## src/rtl/uid_pkg.sv

```systemverilog
package uid_pkg;

    localparam int N_SRC = 7;

    localparam int IX_LSE  = 0;
    localparam int IX_RTO  = 1;
    localparam int IX_RDR  = 2;
    localparam int IX_THR  = 3;
    localparam int IX_MSC  = 4;
    localparam int IX_SPC  = 5;
    localparam int IX_FLOW = 6;

    localparam logic [5:0] CODE_NONE = 6'h01;

    typedef enum logic [0:0] {
        S_TRACK = 1'b0,
        S_ACK   = 1'b1
    } ctl_state_t;

    typedef enum logic [1:0] {
        TGT_NONE = 2'd0,
        TGT_THR  = 2'd1,
        TGT_SPC  = 2'd2,
        TGT_FLOW = 2'd3
    } clr_tgt_t;

    function automatic logic [5:0] src_code(input int idx);
        case (idx)
            IX_LSE:  return 6'h06;
            IX_RTO:  return 6'h0C;
            IX_RDR:  return 6'h04;
            IX_THR:  return 6'h02;
            IX_MSC:  return 6'h00;
            IX_SPC:  return 6'h10;
            IX_FLOW: return 6'h20;
            default: return CODE_NONE;
        endcase
    endfunction

endpackage

```

## src/rtl/uid_arbiter.sv

```systemverilog
module uid_arbiter #(
    parameter int N = 7
) (
    input  logic         clk,
    input  logic         rst_n,
    input  logic [N-1:0] act,
    output logic [N-1:0] grant
);

    logic [N:0] seen;

    assign seen[0] = 1'b0;

    generate
        for (genvar i = 0; i < N; i++) begin : g_rank
            assign grant[i]  = act[i] & ~seen[i];
            assign seen[i+1] = seen[i] | act[i];
        end
    endgenerate

    p_grant_onehot_r1: assert property (@(posedge clk) disable iff (!rst_n)
        $onehot0(grant));

    p_grant_covers_r9: assert property (@(posedge clk) disable iff (!rst_n)
        (act != '0) |-> (grant != '0));

endmodule

```

## src/rtl/uid_encoder.sv

```systemverilog
module uid_encoder
    import uid_pkg::*;
#(
    parameter int N = N_SRC
) (
    input  logic [N-1:0] grant,
    output logic [5:0]   code,
    output clr_tgt_t     tgt
);

    always_comb begin
        code = (grant == '0) ? CODE_NONE : 6'h00;
        tgt  = TGT_NONE;
        for (int i = 0; i < N; i++) begin
            if (grant[i]) begin
                code = code | src_code(i);
                if (i == IX_THR)  tgt = TGT_THR;
                if (i == IX_SPC)  tgt = TGT_SPC;
                if (i == IX_FLOW) tgt = TGT_FLOW;
            end
        end
    end

endmodule

```

## src/rtl/uid_ctrl.sv

```systemverilog
module uid_ctrl
    import uid_pkg::*;
(
    input  logic     clk,
    input  logic     rst_n,
    input  logic     id_rd,
    input  clr_tgt_t shown_tgt,
    output logic     load,
    output logic     clr_thr,
    output logic     clr_spc,
    output logic     clr_flow
);

    ctl_state_t state_q, state_d;
    clr_tgt_t   tgt_q;

    always_comb begin
        state_d = state_q;
        unique case (state_q)
            S_TRACK: if (id_rd) state_d = S_ACK;
            S_ACK:   state_d = S_TRACK;
            default: state_d = S_TRACK;
        endcase
    end

    always_ff @(posedge clk) begin
        if (!rst_n) begin
            state_q <= S_TRACK;
            tgt_q   <= TGT_NONE;
        end else begin
            state_q <= state_d;
            if (state_q == S_TRACK && id_rd) tgt_q <= shown_tgt;
        end
    end

    always_comb begin
        load     = 1'b0;
        clr_thr  = 1'b0;
        clr_spc  = 1'b0;
        clr_flow = 1'b0;
        unique case (state_q)
            S_TRACK: load = !id_rd;
            S_ACK: begin
                clr_thr  = (tgt_q == TGT_THR);
                clr_spc  = (tgt_q == TGT_SPC);
                clr_flow = (tgt_q == TGT_FLOW);
            end
            default: load = 1'b0;
        endcase
    end

    p_clr_onehot_r11: assert property (@(posedge clk) disable iff (!rst_n)
        $onehot0({clr_thr, clr_spc, clr_flow}));

    p_clr_after_read_r10: assert property (@(posedge clk) disable iff (!rst_n)
        (clr_thr || clr_spc || clr_flow) |-> $past(id_rd));

    p_clr_single_r10: assert property (@(posedge clk) disable iff (!rst_n)
        (clr_thr || clr_spc || clr_flow) |=> !(clr_thr || clr_spc || clr_flow));

endmodule

```

## src/rtl/uart_int_ident.sv

```systemverilog
module uart_int_ident
    import uid_pkg::*;
#(
    parameter int STAT_W = 2
) (
    input  logic              clk,
    input  logic              rst_n,
    input  logic [N_SRC-1:0]  src_pend,
    input  logic [N_SRC-1:0]  src_en,
    input  logic [STAT_W-1:0] fifo_stat,
    input  logic              id_rd,
    output logic [7:0]        id_code,
    output logic              irq,
    output logic              clr_thr,
    output logic              clr_spc,
    output logic              clr_flow
);

    localparam int CODE_W = 8 - STAT_W;

    logic [N_SRC-1:0]  act;
    logic [N_SRC-1:0]  grant;
    logic [5:0]        win_code;
    clr_tgt_t          win_tgt;
    logic              load;

    logic [CODE_W-1:0] code_q;
    logic [STAT_W-1:0] stat_q;
    logic              irq_q;
    clr_tgt_t          shown_q;

    generate
        for (genvar i = 0; i < N_SRC; i++) begin : g_mask
            assign act[i] = src_pend[i] & src_en[i];
        end
    endgenerate

    uid_arbiter #(.N(N_SRC)) u_arb (
        .clk   (clk),
        .rst_n (rst_n),
        .act   (act),
        .grant (grant)
    );

    uid_encoder #(.N(N_SRC)) u_enc (
        .grant (grant),
        .code  (win_code),
        .tgt   (win_tgt)
    );

    uid_ctrl u_ctl (
        .clk       (clk),
        .rst_n     (rst_n),
        .id_rd     (id_rd),
        .shown_tgt (shown_q),
        .load      (load),
        .clr_thr   (clr_thr),
        .clr_spc   (clr_spc),
        .clr_flow  (clr_flow)
    );

    always_ff @(posedge clk) begin
        if (!rst_n) begin
            code_q  <= CODE_W'(CODE_NONE);
            irq_q   <= 1'b0;
            shown_q <= TGT_NONE;
            stat_q  <= '0;
        end else begin
            stat_q <= fifo_stat;
            if (load) begin
                code_q  <= CODE_W'(win_code);
                irq_q   <= (act != '0);
                shown_q <= win_tgt;
            end
        end
    end

    assign id_code = {stat_q, code_q};
    assign irq     = irq_q;

    p_irq_flag_r9: assert property (@(posedge clk) disable iff (!rst_n)
        irq |-> !id_code[0]);

    p_idle_code_r8: assert property (@(posedge clk) disable iff (!rst_n)
        !irq |-> (id_code[5:0] == CODE_NONE));

    p_hold_on_read_r10: assert property (@(posedge clk) disable iff (!rst_n)
        clr_thr |-> (id_code[5:0] == 6'h02) && $stable(id_code[5:0]));

    p_spc_code_r11: assert property (@(posedge clk) disable iff (!rst_n)
        clr_spc |-> (id_code[5:0] == 6'h10));

endmodule

```

## config.mk

```make
export PLATFORM = sky130hd
export DESIGN_NAME = uart_int_ident
export DESIGN_NICKNAME = d
export VERILOG_FILES = /design/src/rtl/uid_pkg.sv /design/src/rtl/uid_arbiter.sv /design/src/rtl/uid_encoder.sv /design/src/rtl/uid_ctrl.sv /design/src/rtl/uart_int_ident.sv
export SDC_FILE = /design/constraint.sdc
export NUM_CORES = 1
export LEC_CHECK = 0
export ABC_AREA = 1
export CORE_MARGIN = 2
export CORE_UTILIZATION = 25
export DETAILED_ROUTE_END_ITERATION = 8
export DONT_BUFFER_PORTS = 1
export GPL_TIMING_DRIVEN = 0
export SYNTH_ARGS = -nofsm -noshare
export SYNTH_HDL_FRONTEND = slang
export SYNTH_SLANG_ARGS = --single-unit
```

## constraint.sdc

```tcl
create_clock -name clk -period 0.9 [get_ports clk]
set_input_delay 0.09 -clock clk [delete_from_list [all_inputs] [get_ports clk]]
set_output_delay 0.09 -clock clk [all_outputs]
set_load 0.01 [all_outputs]
```

Yosys cells after proc, flatten, opt, wreduce, memory -nomap -nowiden --
Index checks and enable logic that the tools add are counted.
Storage, ports and cells: word-level logic and storage cells 69, memories 0, bits in writable memories 0, flip-flop bits (word level) 14, bits in read-only memories 0, output and inout bits 12, bits in latches 0
Cells by class: $mul 0, bitwise operators 32, eq/ne operators 3, add/sub/neg operators 0, divide/modulo/power cells 0, reductions and logical operators 4, shift operators 0, order comparisons 0, multiplexer cells 24
Operator list (number):
- 6-bit two-way mux | 14
- 6-bit bitwise OR | 7
- 1-bit bitwise AND | 13
- 7-bit zero test | 1
- 1-bit two-way mux | 7
- 1-bit NOT | 7
- 7-bit nonzero test | 1
- 1-bit bitwise OR | 5
- 2-bit equality test (second input constant) | 2
- 2-bit two-way mux | 2
- 2-bit by 1-bit equality test with 1-bit output (second input constant) | 1
- 1-bit one-hot mux with 2 select lines | 1
- 1-bit logical AND | 1
- 1-bit zero test | 1

Logic depth before layout (Yosys ltp) --
Gate-level depths: netlist of run 1.
depth after elaboration 24, gate-level depth with buffers 7, gate-level depth less buffers 7

Hierarchy --
Synthesis of run 1 repeated with hierarchy kept, for this count alone.
Second synthesis, totals: cells, all modules 118, area, all modules 745.7 um^2
Modules (own cells, without submodules):
- uart_int_ident | cells each 64, area each 442.9 um^2, instances 1, sequential area each 220.2 um^2
- uid_ctrl | cells each 24, area each 147.6 um^2, instances 1, sequential area each 60.1 um^2
- uid_arbiter | cells each 16, area each 82.6 um^2, instances 1, sequential area each 0.0 um^2
- uid_encoder | cells each 14, area each 72.6 um^2, instances 1, sequential area each 0.0 um^2

Worst setup path before layout of run 1 --
Ideal clock, no wire load.
kind reg2reg, from reg u_ctl.state_q, to reg code_q[1], path slack -0.080 ns, data arrival time 0.863 ns, data required time 0.783 ns, cell stages (with the launch flop) 6, buffers on the path 0, path through dfxtp_1 > nor2_4 > inv_4 > o21bai_1 > a21oi_1 > nor2_1
Between the ends: longest elaborated chain between the ends 1
RTL lines:
- start: declaration | line uid_ctrl.sv:14 | ctl_state_t state_q, state_d;
- start signal: assignment | line uid_ctrl.sv:31 | state_q <= state_d;
- 1-bit two-way mux | line uid_ctrl.sv:41 | unique case (state_q)
- end signal: assignment | line uart_int_ident.sv:64 | code_q <= CODE_W'(CODE_NONE);
- end signal: assignment | line uart_int_ident.sv:71 | code_q <= CODE_W'(win_code);
- end: declaration | line uart_int_ident.sv:27 | logic [CODE_W-1:0] code_q;
No other way between the ends. A chain may end at the register's enable or synchronous reset.

Worst setup path after layout of run 1 --
Same ends and word-level chain as after synthesis.

==> metrics.cfg, run 1 <==
[placed_design]
detailedPlace.worstSlack_ns = -0.201
dp_hpwl_mm = 1.00
io_buffers = 0
dpl_cell_area_um2 = 642
gpl.final_weighted_congestion = 0.765

[power]
ir_worst_vdd_mv = 0.865
power.density_mw_per_mm2 = 1540
p_leak_nw = 0.430
power_mw = 1.39

[critical_path]
cp-end-kind = register
max_stage_delay_ns = 0.37
path_class = reg2reg
crit_start = u_ctl.state_q$_SDFF_PP0_
reg2reg_slack_ns = -0.14
timing.rr.start = u_ctl.state_q$_SDFF_PP0_
reg2regPathDepth = 5
slowest_stage = dfxtp_4
timing.rr.end = code_q[1]$_SDFFE_PN0P_
startpoint_type = register
worstPathRequired_ns = 1.07
crit_path_end = code_q[1]$_SDFFE_PN0P_
cp_cell_sequence = nor2_4, inv_4, o21bai_4, a21oi_2, nor2_1
cp.arrival_ns = 1.21
worstPathMaxFanout = 5

[logic_synthesis]
synthSimpleGateAreaFrac_pct = 32.9
synth_area_leaders = dfxtp_1 46%, nand2_1 11%, inv_1 6.8%
synth_cells = 81
async_reset_ff_share_pct = 0
synthMuxAreaShare_pct = 0
synth_xor_area_share_pct = 0
synth_ff_type = dfxtp_1
yosys.cell_types.count = 18
synthAdderAreaFrac_pct = 0
yosysSeqAreaShare_pct = 46.3
post-synth-top-count-cell = nand2_1
synth_warnings = 0
synth_edf_count = 0
yosysTopAreaCellShare_pct = 46.3
synth_common_cells = 18 x nand2_1, 14 x dfxtp_1, 11 x inv_1, 8 x nor2_1, 7 x a21oi_1
synth_nets = 100
synth_top_family_by_area = simple AND/OR/NAND/NOR gates
avgSynthCellArea_um2 = 7.48
synth_area_um2 = 606
yosysTopAreaCell = dfxtp_1
ys_ff_latch = 14
synth-compound-area-share_pct = 12.2

[min_path]
hold_class = in2reg

[die]
die_x_um = 53.2
core-area_mm2 = 0.00225
die_area_mm2 = 0.00283
rows = 17
start_util_pct = 26.9
fp.dieH_um = 53.2
io_pins = 31

[sta]
tightest_slew_ns = 0.196
finalSetupViolCount = 12
fin_crit_sh_pct = 116
setup_ws_ns = -0.140
whs_ns = 0.0339
max_slew_margin_pct = 86.9
slew_violations = 0
finalHoldViolations = 0
fmax_ghz = 0.962
rsz0062_at_grt = yes
setup_tns_ns = -1.03
fin_worst_skew_ns = 0.00750
fin_crit_ns = 1.04

[cts]
root_buffer = clkbuf_4
htreeDepth = 1
cts_sinks = 14
clk_pin_slew_ns = 0.09
numCtsBuffers = 3
cts_tree = yes
clk_path_buf_depth = 2
clk_latency_ns = 0.28

[global_routing]
grt_pass1_vias = 537
antenna_found_initial = 0
grt_use_total_pct = 11.6
gr-total-overflow = 0
grt_max_degree = 11
grt_pass1_wl_mm = 2.29

[layout]
nFillCells = 251
nNetsFinal = 117
fin_area_um2 = 905
layout-drive-gt1-share_pct = 37.1
diodes = 0
multiInputGateArea_um2 = 370
area_growth_pct = 49.4
ff_latch_area_um2 = 289

[drt]
routed_via_density = 4.50
wl_mm = 1.46
via_count = 563
routedWlPerCell_um = 11.7
firstDrtPassIters = 4
detail-route-antenna-nets = 0
drt_iter0_markers = 6
drc = 0

[outcome]
violations = negative setup slack
status = finished with violations

[job]
maxCapViolCount = 0

## per-stage QoR
stage,util (%),std cells
after floorplan,-,81
after global routing,40.1,125
final,40.1,125
after detailed placement,28.5,109
after CTS,37.7,124
after global placement,28.5,109
## kinds of logic after synthesis
family,Yosys count
AOI/OAI and AO/OA,14
buffers and inverters,13
DFF,14
and+or+nand+nor,40
## report_power, final
part / total (mW) / internal (mW) / switching, mW
clock: 0.446 / 0.246 / 0.200
sequential: 0.698 / 0.656 / 0.0420
combinational: 0.251 / 0.114 / 0.137
total: 1.39 / 1.02 / 0.378
## registers in the layout, indices dropped and copies added (netlist names)
register / flops
u_ctl.tgt_q: 2
code_q: 6
irq: 1
shown_q: 2
stat_q: 2
u_ctl.state_q: 1
## cell usage in the layout (no fill, tap or decap), types with 2 or more instances in the layout
cell / count
dfxtp_4: 2
nand2_1: 16
a21oi_2: 3
nand3_1: 3
nand2_4: 2
clkbuf_4: 3
dfxtp_1: 11
a21oi_1: 4
inv_1: 8
nand3_2: 2
nor2_1: 8
nand2_2: 2
buf_6: 3
inv_4: 3
o21ai_0: 2
buf_4: 3
nor3_4: 3
dlygate4sd3_1: 6
o21ai_1: 2
## final cells by class
type / instances / share of cell area [%]
Clock buffer: 4 / 4.01
Timing Repair Buffer: 12 / 12.9
Sequential cell: 14 / 32.0
Inverter: 12 / 5.81
Buffer: 1 / 0.553
Tap cell: 28 / 3.87
Multi-Input combinational cell: 54 / 40.9
## per-layer routing
metal	wire length, um	track usage, %	vias to the layer above
met5	0	0	-
met4	8	2.56	0
met3	116	5.93	2
met2	742	20.4	18
met1	594	12.3	251
li1	-	-	292
## repair_timing
item / in CTS / in global routing
endpoints found under the setup margin: 9 / 14
setup buffers: 5 / 1
gates resized for setup: 21 / 14
hold buffers: 6 / 0
endpoints found under the hold margin: 4 / 0
pin swaps: 7 / 10
## worst min path at each step
stage / startpoint / end / slack [ns] / depth (start not counted)
6_report: id_rd / u_ctl.state_q$_SDFF_PP0_ / 0.03 / 4
2_1_floorplan: fifo_stat[0] / stat_q[0]$_SDFF_PN0_ / 0.19 / 2
5_1_grt: id_rd / u_ctl.state_q$_SDFF_PP0_ / 0.05 / 4
4_1_cts: id_rd / u_ctl.state_q$_SDFF_PP0_ / 0.05 / 4
3_5_place_dp: fifo_stat[1] / stat_q[1]$_SDFF_PN0_ / 0.20 / 2
3_3_place_gp: fifo_stat[0] / stat_q[0]$_SDFF_PN0_ / 0.19 / 2
## critical path: cells and delay by family, from the launching register on
kind	cells	cell delay, ns
AND/OR/NAND/NOR	2	0.18
AO/OA/AOI/OAI	2	0.29
flip-flops	1	0.37
buffers and inverters	1	0.08
(Power assumes the default switching activity.)
==> inputs of run 2 (changes only) <==
--- a/config.mk
+++ b/config.mk
@@ -13,4 +13,5 @@
 export GPL_TIMING_DRIVEN = 0
 export SYNTH_ARGS = -nofsm -noshare
 export SYNTH_HDL_FRONTEND = slang
+export SYNTH_HIERARCHICAL = 1
 export SYNTH_SLANG_ARGS = --single-unit
==> run 2 against run 1 <==
Effect of this change: the flow finishes with violations (design-rule violations, negative setup slack); hold slack improved by 0.021 ns; global-route usage decreased by 1.6 points; first-iteration DRC count up 130%; cell area is 11% higher; register-to-register slack better by 0.07 ns; highest routed layer unchanged.
==> metrics.cfg, run 2 <==
[logic_synthesis]
yosysTopAreaCell = dfxtp_1
post-synth-top-count-cell = nor2_1
synth_edf_count = 0
avgSynthCellArea_um2 = 6.32
synth_ff_type = dfxtp_1
synth_cells = 118
synth_area_leaders = dfxtp_1 38%, nor2_1 15%, inv_1 11%
yosysSeqAreaShare_pct = 37.6
synth_area_um2 = 746
synth_warnings = 6
ys_ff_latch = 14
yosysTopAreaCellShare_pct = 37.6
yosys.cell_types.count = 16
synth_common_cells = 29 x nor2_1, 22 x inv_1, 22 x nand2_1, 14 x dfxtp_1, 8 x o21ai_0
synth_nets = 137
async_reset_ff_share_pct = 0

[critical_path]
worstPathMaxFanout = 3
worstPathRequired_ns = 0.81
slowest_stage = dfxtp_2
cp.arrival_ns = 0.92
path_class = reg2out
max_stage_delay_ns = 0.34
startpoint_type = register
cp_cell_sequence = buf_6, nor3_4
cp-end-kind = output port

[drt]
drt_iter0_markers = 14
via_count = 689
wl_mm = 1.56
drc = 3
detail-route-antenna-nets = 0
firstDrtPassIters = 6
routed_via_density = 4.33
routedWlPerCell_um = 9.79

[sta]
setup_tns_ns = -0.382
slew_violations = 0
finalSetupViolCount = 4
finalHoldViolations = 0
fin_crit_sh_pct = 112
fin_crit_ns = 1.01
tightest_slew_ns = 0.185
setup_ws_ns = -0.111
rsz0062_at_grt = yes
fmax_ghz = 0.989
max_slew_margin_pct = 87.7
fin_worst_skew_ns = 0.000464

[outcome]
violations = design-rule violations, negative setup slack
status = finished with violations

[cts]
cts_sinks = 14
clk_latency_ns = 0.28
clk_path_buf_depth = 2
numCtsBuffers = 3
clk_pin_slew_ns = 0.08
root_buffer = clkbuf_4
cts_tree = yes
htreeDepth = 1

[global_routing]
grt_max_degree = 11
grt_pass1_vias = 600
gr-total-overflow = 0
grt_pass1_wl_mm = 2.59
grt_use_total_pct = 10.0
antenna_found_initial = 0

[power]
power.density_mw_per_mm2 = 1440
p_leak_nw = 0.498
ir_worst_vdd_mv = 0.508

[die]
start_util_pct = 26.6
rows = 19
core-area_mm2 = 0.00281
die_area_mm2 = 0.00344
fp.dieH_um = 58.6
io_pins = 31
die_x_um = 58.6

[layout]
final_cells = 159
final_cell_mix = 26 x nor2_1, 19 x nand2_1, 17 x inv_1
fin_area_mm2 = 0.00100
largest_register = code_q
largest_register_ffs = 6
post-route-util_pct = 35.7
layout-drive-gt1-share_pct = 33.6
area_growth_pct = 34.2
final_common_cell = nor2_1
diodes = 0
nNetsFinal = 148

[placed_design]
io_buffers = 0
gpl.final_weighted_congestion = 0.708
detailedPlace.worstSlack_ns = -0.102
dp.cells = 149
dpl_cell_area_um2 = 818
dp_hpwl_mm = 1.17

[job]
maxCapViolCount = 0

[min_path]
hold_class = in2reg

==> run 2: cell types whose count changed after synthesis, sizes merged, moves of 2 or more <==
cell   before  now
o21ai       5    8
nand2      20   22
nor3        3    5
a21oi       7    1
nor2       10   32
buf         1    6
inv        12   24
nand3       5    3
==> run 2: area by class of cell <==
class / instances / area [um2]
well taps: 31 / 38.8
flip-flops and latches: 14 / 289
multi-input cells: 74 / 425
plain buffers: 6 / 48.8
fillers: 300 / 1800
inverters: 24 / 100
clock buffers: 4 / 36.3
repair buffers: 6 / 62.6
==> run 2: timing repair <==
item	4_1_cts	5_1_grt
setup buffers	1	0
gates resized for setup	15	21
endpoints found under the hold margin	6	0
setup endpoints to repair	12	12
pin swaps	2	16
hold buffers	4	0
cloned	0	1
==> run 2: power breakdown <==
group	switching [mW]	internal, mW
sequential	0.0519	0.664
clock	0.196	0.246
combinational	0.161	0.126
==> run 2: critical path, delay by kind of cell, from the launching register on <==
family	cells	cell delay, ns
AND/OR/NAND/NOR	1	0.19
flip-flops	1	0.34
buffers and inverters	1	0.11
==> run 2: cells by family after synthesis <==
logic type / Yosys count / synth area share (%)
and+or+nand+nor: 64 / 36.7
buffers and inverters: 30 / 18.6
DFF: 14 / 37.6
AOI/OAI and AO/OA: 10 / 7.05
==> run 2: layer usage <==
layer  track usage [%]  up-vias  wire [um]
li1                  -      370          -
met5                 0        -          0
met1              11.7      293        687
met4              6.82        0         10
met3              2.42        2        111
met2              16.1       24        747
==> run 2: metrics by stage <==
stage	power [mW]	hold slack [ns]
floorplan	0.899	0.188
global placement	0.932	0.191
detailed placement	0.939	0.193
CTS	1.43	0.0555
global route	1.54	0.0787
finish	1.45	0.0547
==> run 2: worst paths after layout <==
kind                                     from                     endpoint  slack (ns)  cells after the start
setup / recovery  u_ctl/tgt_q[1]$_SDFFE_PN0P_                      clr_thr       -0.11                      2
hold / removal                          id_rd      shown_q[1]$_SDFFE_PN0P_        0.05                      4
setup reg to reg     u_ctl/state_q$_SDFF_PP0_             irq$_SDFFE_PN0P_       -0.07                      5
hold reg to reg   u_ctl/tgt_q[1]$_SDFFE_PN0P_  u_ctl/tgt_q[1]$_SDFFE_PN0P_        0.52                      2
